File: src/rtl/accalu_pkg.sv
package accalu_pkg;

    localparam int DATA_W = 8;
    localparam int NIB_W  = 4;
    localparam int OP_W   = 5;

    typedef enum logic [OP_W-1:0] {
        OP_ADD    = 5'd0,
        OP_ADC    = 5'd1,
        OP_SUB    = 5'd2,
        OP_SBB    = 5'd3,
        OP_AND    = 5'd4,
        OP_XOR    = 5'd5,
        OP_OR     = 5'd6,
        OP_CMP    = 5'd7,
        OP_INC    = 5'd8,
        OP_DEC    = 5'd9,
        OP_ROL    = 5'd10,
        OP_ROR    = 5'd11,
        OP_ROLC   = 5'd12,
        OP_RORC   = 5'd13,
        OP_DECADJ = 5'd14,
        OP_CPL    = 5'd15,
        OP_SETC   = 5'd16,
        OP_CPLC   = 5'd17
    } alu_op_e;

    typedef struct packed {
        logic s;
        logic z;
        logic ac;
        logic p;
        logic cy;
    } alu_flags_t;

    function automatic logic [7:0] pack_flags(input alu_flags_t f);
        return {f.s, f.z, 1'b0, f.ac, 1'b0, f.p, 1'b1, f.cy};
    endfunction

    function automatic alu_flags_t unpack_flags(input logic [7:0] b);
        alu_flags_t f;
        f.s  = b[7];
        f.z  = b[6];
        f.ac = b[4];
        f.p  = b[2];
        f.cy = b[0];
        return f;
    endfunction

endpackage

File: src/rtl/alu_addsub.sv
module alu_addsub
    import accalu_pkg::*;
#(
    parameter int W = DATA_W,
    parameter int N = NIB_W
) (
    input  logic [W-1:0] a_i,
    input  logic [W-1:0] b_i,
    input  logic         cin_i,
    input  logic         sub_i,
    output logic [W-1:0] res_o,
    output logic         cy_o,
    output logic         ac_o
);

    logic [W:0] full;
    logic [N:0] nib;

    always_comb begin
        if (sub_i) begin
            full = {1'b0, a_i} - {1'b0, b_i} - {{W{1'b0}}, cin_i};
            nib  = {1'b0, a_i[N-1:0]} - {1'b0, b_i[N-1:0]} - {{N{1'b0}}, cin_i};
        end else begin
            full = {1'b0, a_i} + {1'b0, b_i} + {{W{1'b0}}, cin_i};
            nib  = {1'b0, a_i[N-1:0]} + {1'b0, b_i[N-1:0]} + {{N{1'b0}}, cin_i};
        end
    end

    assign res_o = full[W-1:0];
    assign cy_o  = full[W];
    assign ac_o  = nib[N];

endmodule

File: src/rtl/alu_bitops.sv
module alu_bitops
    import accalu_pkg::*;
#(
    parameter int W = DATA_W
) (
    input  alu_op_e      op_i,
    input  logic [W-1:0] a_i,
    input  logic [W-1:0] b_i,
    input  logic         cin_i,
    output logic [W-1:0] res_o,
    output logic         cy_o
);

    always_comb begin
        res_o = a_i;
        cy_o  = cin_i;
        case (op_i)
            OP_AND: res_o = a_i & b_i;
            OP_XOR: res_o = a_i ^ b_i;
            OP_OR:  res_o = a_i | b_i;
            OP_CPL: res_o = ~a_i;
            OP_ROL: begin
                res_o = {a_i[W-2:0], a_i[W-1]};
                cy_o  = a_i[W-1];
            end
            OP_ROR: begin
                res_o = {a_i[0], a_i[W-1:1]};
                cy_o  = a_i[0];
            end
            OP_ROLC: begin
                res_o = {a_i[W-2:0], cin_i};
                cy_o  = a_i[W-1];
            end
            OP_RORC: begin
                res_o = {cin_i, a_i[W-1:1]};
                cy_o  = a_i[0];
            end
            default: ;
        endcase
    end

endmodule

File: src/rtl/alu_decadj.sv
module alu_decadj
    import accalu_pkg::*;
#(
    parameter int LIMIT = 9
) (
    input  logic [7:0] a_i,
    input  logic       ac_i,
    input  logic       cy_i,
    output logic [7:0] res_o,
    output logic       ac_o,
    output logic       cy_o
);

    localparam logic [NIB_W-1:0] LIM = NIB_W'(LIMIT);
    localparam logic [NIB_W:0]   SIX = (NIB_W+1)'(6);

    logic           adj_lo;
    logic           adj_hi;
    logic [NIB_W:0] lo_sum;
    logic [NIB_W:0] hi_sum;

    always_comb begin
        adj_lo = (a_i[3:0] > LIM) || ac_i;
        lo_sum = {1'b0, a_i[3:0]} + (adj_lo ? SIX : '0);
        // carry out of the low nibble propagates into the high nibble
        hi_sum = {1'b0, a_i[7:4]} + {{NIB_W{1'b0}}, lo_sum[NIB_W]};
        adj_hi = (hi_sum[3:0] > LIM) || cy_i || hi_sum[NIB_W];
        ac_o   = adj_lo & lo_sum[NIB_W];
        cy_o   = cy_i | hi_sum[NIB_W];
        if (adj_hi) begin
            cy_o   = cy_o | ((({1'b0, hi_sum[3:0]} + SIX) >> NIB_W) != '0);
            res_o  = {hi_sum[3:0] + 4'd6, lo_sum[3:0]};
        end else begin
            res_o  = {hi_sum[3:0], lo_sum[3:0]};
        end
    end

endmodule

File: src/rtl/accum_alu.sv
module accum_alu
    import accalu_pkg::*;
(
    input  logic        clk,
    input  logic        rst_n,
    input  logic        op_valid_i,
    input  logic [4:0]  op_code_i,
    input  logic [7:0]  acc_i,
    input  logic [7:0]  opnd_i,
    input  logic        flag_wr_i,
    input  logic [7:0]  flag_wr_data_i,
    output logic [7:0]  result_o,
    output logic        wb_en_o,
    output logic [7:0]  flag_byte_o
);

    typedef struct packed {
        alu_flags_t flags;
    } state_t;

    state_t  s_d, s_q;
    alu_op_e op;

    logic [DATA_W-1:0] as_b, as_res, bo_res, da_res;
    logic              as_cin, as_sub, as_cy, as_ac, bo_cy, da_ac, da_cy;

    assign op = alu_op_e'(op_code_i);

    assign as_b   = (op == OP_INC || op == OP_DEC) ? DATA_W'(1) : opnd_i;
    assign as_cin = (op == OP_ADC || op == OP_SBB) ? s_q.flags.cy : 1'b0;
    assign as_sub = (op == OP_SUB || op == OP_SBB || op == OP_CMP || op == OP_DEC);

    alu_addsub #(.W(DATA_W), .N(NIB_W)) u_addsub (
        .a_i   (acc_i),
        .b_i   (as_b),
        .cin_i (as_cin),
        .sub_i (as_sub),
        .res_o (as_res),
        .cy_o  (as_cy),
        .ac_o  (as_ac)
    );

    alu_bitops #(.W(DATA_W)) u_bitops (
        .op_i  (op),
        .a_i   (acc_i),
        .b_i   (opnd_i),
        .cin_i (s_q.flags.cy),
        .res_o (bo_res),
        .cy_o  (bo_cy)
    );

    alu_decadj #(.LIMIT(9)) u_decadj (
        .a_i   (acc_i),
        .ac_i  (s_q.flags.ac),
        .cy_i  (s_q.flags.cy),
        .res_o (da_res),
        .ac_o  (da_ac),
        .cy_o  (da_cy)
    );

    logic [DATA_W-1:0] res_d, zsp_val;
    logic              wb_d, zsp_upd;
    alu_flags_t        f_d;

    always_comb begin
        res_d   = acc_i;
        wb_d    = 1'b0;
        zsp_upd = 1'b0;
        zsp_val = as_res;
        f_d     = s_q.flags;
        case (op)
            OP_ADD, OP_ADC, OP_SUB, OP_SBB: begin
                res_d   = as_res;
                wb_d    = 1'b1;
                f_d.cy  = as_cy;
                f_d.ac  = as_ac;
                zsp_upd = 1'b1;
            end
            OP_CMP: begin
                f_d.cy  = as_cy;
                f_d.ac  = as_ac;
                zsp_upd = 1'b1;
            end
            OP_INC, OP_DEC: begin
                res_d   = as_res;
                wb_d    = 1'b1;
                f_d.ac  = as_ac;
                zsp_upd = 1'b1;
            end
            OP_AND, OP_XOR, OP_OR: begin
                res_d   = bo_res;
                wb_d    = 1'b1;
                f_d.cy  = 1'b0;
                zsp_val = bo_res;
                zsp_upd = 1'b1;
            end
            OP_ROL, OP_ROR, OP_ROLC, OP_RORC: begin
                res_d   = bo_res;
                wb_d    = 1'b1;
                f_d.cy  = bo_cy;
            end
            OP_CPL: begin
                res_d   = bo_res;
                wb_d    = 1'b1;
            end
            OP_DECADJ: begin
                res_d   = da_res;
                wb_d    = 1'b1;
                f_d.ac  = da_ac;
                f_d.cy  = da_cy;
                zsp_val = da_res;
                zsp_upd = 1'b1;
            end
            OP_SETC: f_d.cy = 1'b1;
            OP_CPLC: f_d.cy = ~s_q.flags.cy;
            default: ;
        endcase
        if (zsp_upd) begin
            f_d.z = (zsp_val == '0);
            f_d.s = zsp_val[DATA_W-1];
            f_d.p = ~^zsp_val;
        end

        s_d = s_q;
        if (flag_wr_i) begin
            s_d.flags = unpack_flags(flag_wr_data_i);
        end else if (op_valid_i) begin
            s_d.flags = f_d;
        end
    end

    always_ff @(posedge clk or negedge rst_n) begin
        if (!rst_n) begin
            s_q <= '0;
        end else begin
            s_q <= s_d;
        end
    end

    assign result_o    = res_d;
    assign wb_en_o     = op_valid_i & wb_d;
    assign flag_byte_o = pack_flags(s_q.flags);

endmodule

File: config.mk
export PLATFORM = sky130hd
export DESIGN_NAME = accum_alu
export DESIGN_NICKNAME = d
export VERILOG_FILES = /design/src/rtl/accalu_pkg.sv /design/src/rtl/alu_addsub.sv /design/src/rtl/alu_bitops.sv /design/src/rtl/alu_decadj.sv /design/src/rtl/accum_alu.sv
export SDC_FILE = /design/constraint.sdc
export NUM_CORES = 1
export LEC_CHECK = 0
export ABC_AREA = 0
export BUFFER_PORTS_ARGS = -buffer_cell sky130_fd_sc_hd__buf_2
export CORE_UTILIZATION = 45
export DETAILED_ROUTE_END_ITERATION = 8
export GPL_ROUTABILITY_DRIVEN = 0
export HOLD_SLACK_MARGIN = 0.06
export PLACE_DENSITY = 0.71
export SLEW_MARGIN = 20
export SYNTH_ARGS = -nofsm -noshare
export SYNTH_HDL_FRONTEND = slang
export SYNTH_HIERARCHICAL = 1
export SYNTH_SLANG_ARGS = --single-unit
File: constraint.sdc
create_clock -name clk -period 9.1 [get_ports clk]
set_input_delay 1.82 -clock clk [delete_from_list [all_inputs] [get_ports clk]]
set_output_delay 1.82 -clock clk [all_outputs]
set_load 0.005 [all_outputs]
==> run_results.csv <==
group,metric,value,unit
clock_network,root_buffer,"clkbuf_8",
worst_setup_path,cp_max_fo,34,
synth,synthTopCellsByArea,"ha_1 (19%), inv_1 (6.6%), xnor2_1 (5.4%), dfrtp_1 (4.1%), nor2b_1 (3.5%)",
floorplan,num_rows,29,
clock_network,cts.sink_count,5,
clock_network,ctsResizeCount,0,
synth,syn_inst,402,
pwr,power,304,uW
pwr,p_clk_share,13.5,%
pwr,peakVddDrop,0.0000571,V
place,port_buffers,43,
finish,antenna_cells,0,
grt,grt_pass1_vias,2761,
place,hpwl,6.25,mm
clock_network,hold_buffers,0,
outcome,violations,"DRC",
drt,drcViolationCount,3,
timing,setup_slack,1.97,ns
worst_setup_path,worst_path_most_repeated_cell,"buf_2",
floorplan,die_h,84.7,um
worst_setup_path,worstSetupStartpoint,"op_code_i[1]",
synth,async_flop_share,100,%
timing,fin_crit_sh,78.4,%
finish,final_common_cell,"inv_1",
synth,syn-mean-instance-area,7.65,sq um
pwr,p_leak,1.56,nW
finish,final_cell_mix,"inv_1 (54), ha_1 (46), buf_2 (43), nand2_1 (25), a21oi_1 (20)",
worst_setup_path,crit_path_start_kind,"input port",
place,place_area,3250,sq um
worst_setup_path,cp.arrival,5.31,ns
timing,rsz0062_at_grt,"no",
clock_network,cts_buffer_depth,2,
floorplan,die_area,7170,sq um
floorplan,ioPinCount,50,
synth,ys.flop_type,"dfrtp_1",
hold_path,hold_start,"flag_byte_o[2]",
clock_network,cts_setup_buffers,0,
drt,via_per_inst,6.00,
timing,finalHoldViolCount,0,
synth,syn_area,3080,sq um
grt,grt_max_degree,37,
timing,period_needed,7.13,ns
pwr,seqPwrFrac,9.7,%
finish,final_area,3300,sq um
finish,nets,514,
worst_setup_path,critPathRequiredTime,7.28,ns
outcome,outcome,"finished, violations left",
clock_network,numCtsBuffers,3,
drt,drt-initial-drc-count,285,
worst_setup_path,crit_chain,"buf_2 -> nand2b_1 -> nor3_2 -> or2_2 -> inv_1 -> fa_1 -> nor2_1 -> a221oi_2 -> o41ai_1 -> mux2_1 -> a211o_1 -> a221o_1 -> buf_2",
floorplan,start_util,47.6,%
job,maxCapViolCount,0,
worst_setup_path,r2r_start,"flag_byte_o[0]",
floorplan,core_area,6460,sq um
pwr,switchingPower,144,uW
worst_setup_path,end_kind,"output pin",
timing,worstMarginPinSlew,0.664,ns
finish,drive_gt1_share,18.2,%
timing,fmax,0.140,GHz
timing,maxSlewHeadroom,55.3,%
timing,worst_hold_slack,0.634,ns
grt,grt_usage,22.5,%
pwr,power_frac_comb,76.8,%
clock_network,cts_tree,"done",
drt,vias,3035,
finish,final-instance-count-excl-fill,506,
timing,setup_tns,0,ns
hold_path,hp-class,"flip-flop to flip-flop",
grt,grt_first_pass_wirelength,13.4,mm
place,place_inst,502,
synth,post-synth-top-area-cell,"ha_1",
drt,wl_per_cell,16.0,um
clock_network,insertion_delay,0.22,ns
synth,synth-edff-count,0,
finish,seq_area,125,sq um
grt,antenna_found_initial,0,
grt,grt-ovfl-total,0,
finish,syn_to_final_growth,7.24,%
finish,fill_cells,647,
clock_network,clkTransAtPathRegs,0.04,ns
drt,dr.pass1.iters,9,
synth,ys_ff_latch,5,
synth,yosysUniqueCellTypes,75,
synth,yosysWarnings,6,
finish,multi_input_area,2590,sq um
timing,fin_skew,0.00221,ns
timing,setup_violations,0,
finish,utilization,51.1,%
worst_setup_path,worstSetupPathType,"input port to output pin",
clock_network,h-tree-depth,1,
synth,synth_top_area_share,18.7,%
pwr,p_sw_share,47.3,%
drt,detail-route-antenna-nets,0,
drt,finalWirelength,8.07,mm
worst_setup_path,slowest_stage,"fa_1",
floorplan,die_x,84.7,um
timing,slew_violations,0,
finish,largest_reg_flops,5,
pwr,p_int,160,uW
synth,ys_seq_area_share,4.07,%
pwr,power_density,92.3,nW/um^2
worst_setup_path,slowest_delay,0.42,ns
place,pre_cts_ws,1.99,ns
-- critical path, delay by kind of cell --
kind,cells,cell delay [ns]
fa+ha+maj,1,0.42
buf+inv,3,0.52
compound gates,4,1.04
simple gates,4,1.13
mux,1,0.37
-- Yosys cell counts, types with 4 or more instances --
master and number:
a221o_1 8, nand2b_1 4, buf_6 4, a221oi_2 4, a22oi_1 7, inv_1 54
ha_1 46, nand2_1 25, fa_1 5, o21ai_0 18, o2111ai_1 6, buf_2 8
mux2i_1 10, o21ai_1 8, buf_4 6, nor2_1 17, nor3_1 5, nand3_1 4
a21oi_1 20, a222oi_1 8, dfrtp_1 5, xnor2_1 19, nor2b_1 17, a22o_1 8
a21o_1 6, nor3_2 4
-- kinds of logic after synthesis --
logic type	count (synthesis)	share of synthesized area [%]
flops	5	4.07
simple gates	103	19.9
fa+ha+maj	51	22.0
mux	15	5.21
compound gates	124	30.1
other cells	2	0.244
buf+inv	79	11.7
xor+xnor	23	6.79
-- metal layers --
metal | vias to the layer above | wire [um] | GRT usage [%] | share of wire (%)
met2 | 104 | 3680 | 37.0 | 46
met5 | - | 0 | 0 | 0
li1 | 1499 | - | - | -
met4 | 0 | 23 | 1.54 | 0.28
met3 | 2 | 420 | 1.28 | 5.2
met1 | 1430 | 3950 | 33.7 | 49
-- power by group through the flow --
| stage | combinational, mW | clock [mW] | sequential, mW |
|---|---|---|---|
| 6_report | 0.234 | 0.0411 | 0.0296 |
| 5_1_grt | 0.259 | 0.0444 | 0.0302 |
| 4_1_cts | 0.231 | 0.0419 | 0.0296 |
| 3_5_place_dp | 0.229 | 0 | 0.0299 |
| 3_3_place_gp | 0.225 | 0 | 0.0295 |
| 2_1_floorplan | 0.173 | 0 | 0.0294 |
-- path summary, 6_finish.rpt --
check / cells past startpoint / slack [ns] / endpoint
worst max-delay path: 13 / 1.97 / result_o[7]
worst min-delay path: 2 / 0.63 / flag_byte_o[2]
worst max register to register: 15 / 4.37 / flag_byte_o[2]
worst min register to register: 2 / 0.63 / flag_byte_o[2]
max in group asynchronous: 1 / 7.55 / flag_byte_o[0]
min in group asynchronous: 1 / 1.41 / flag_byte_o[6]
-- final cells by class --
class                   instances  area share (%)
clock buffers                   4            1.37
inverters                      57            6.49
multi-input cells             319            78.7
flip-flops and latches          5            3.79
well taps                      77            2.92
repair buffers                 44            6.75
Power figures use the tool's default switching activity.
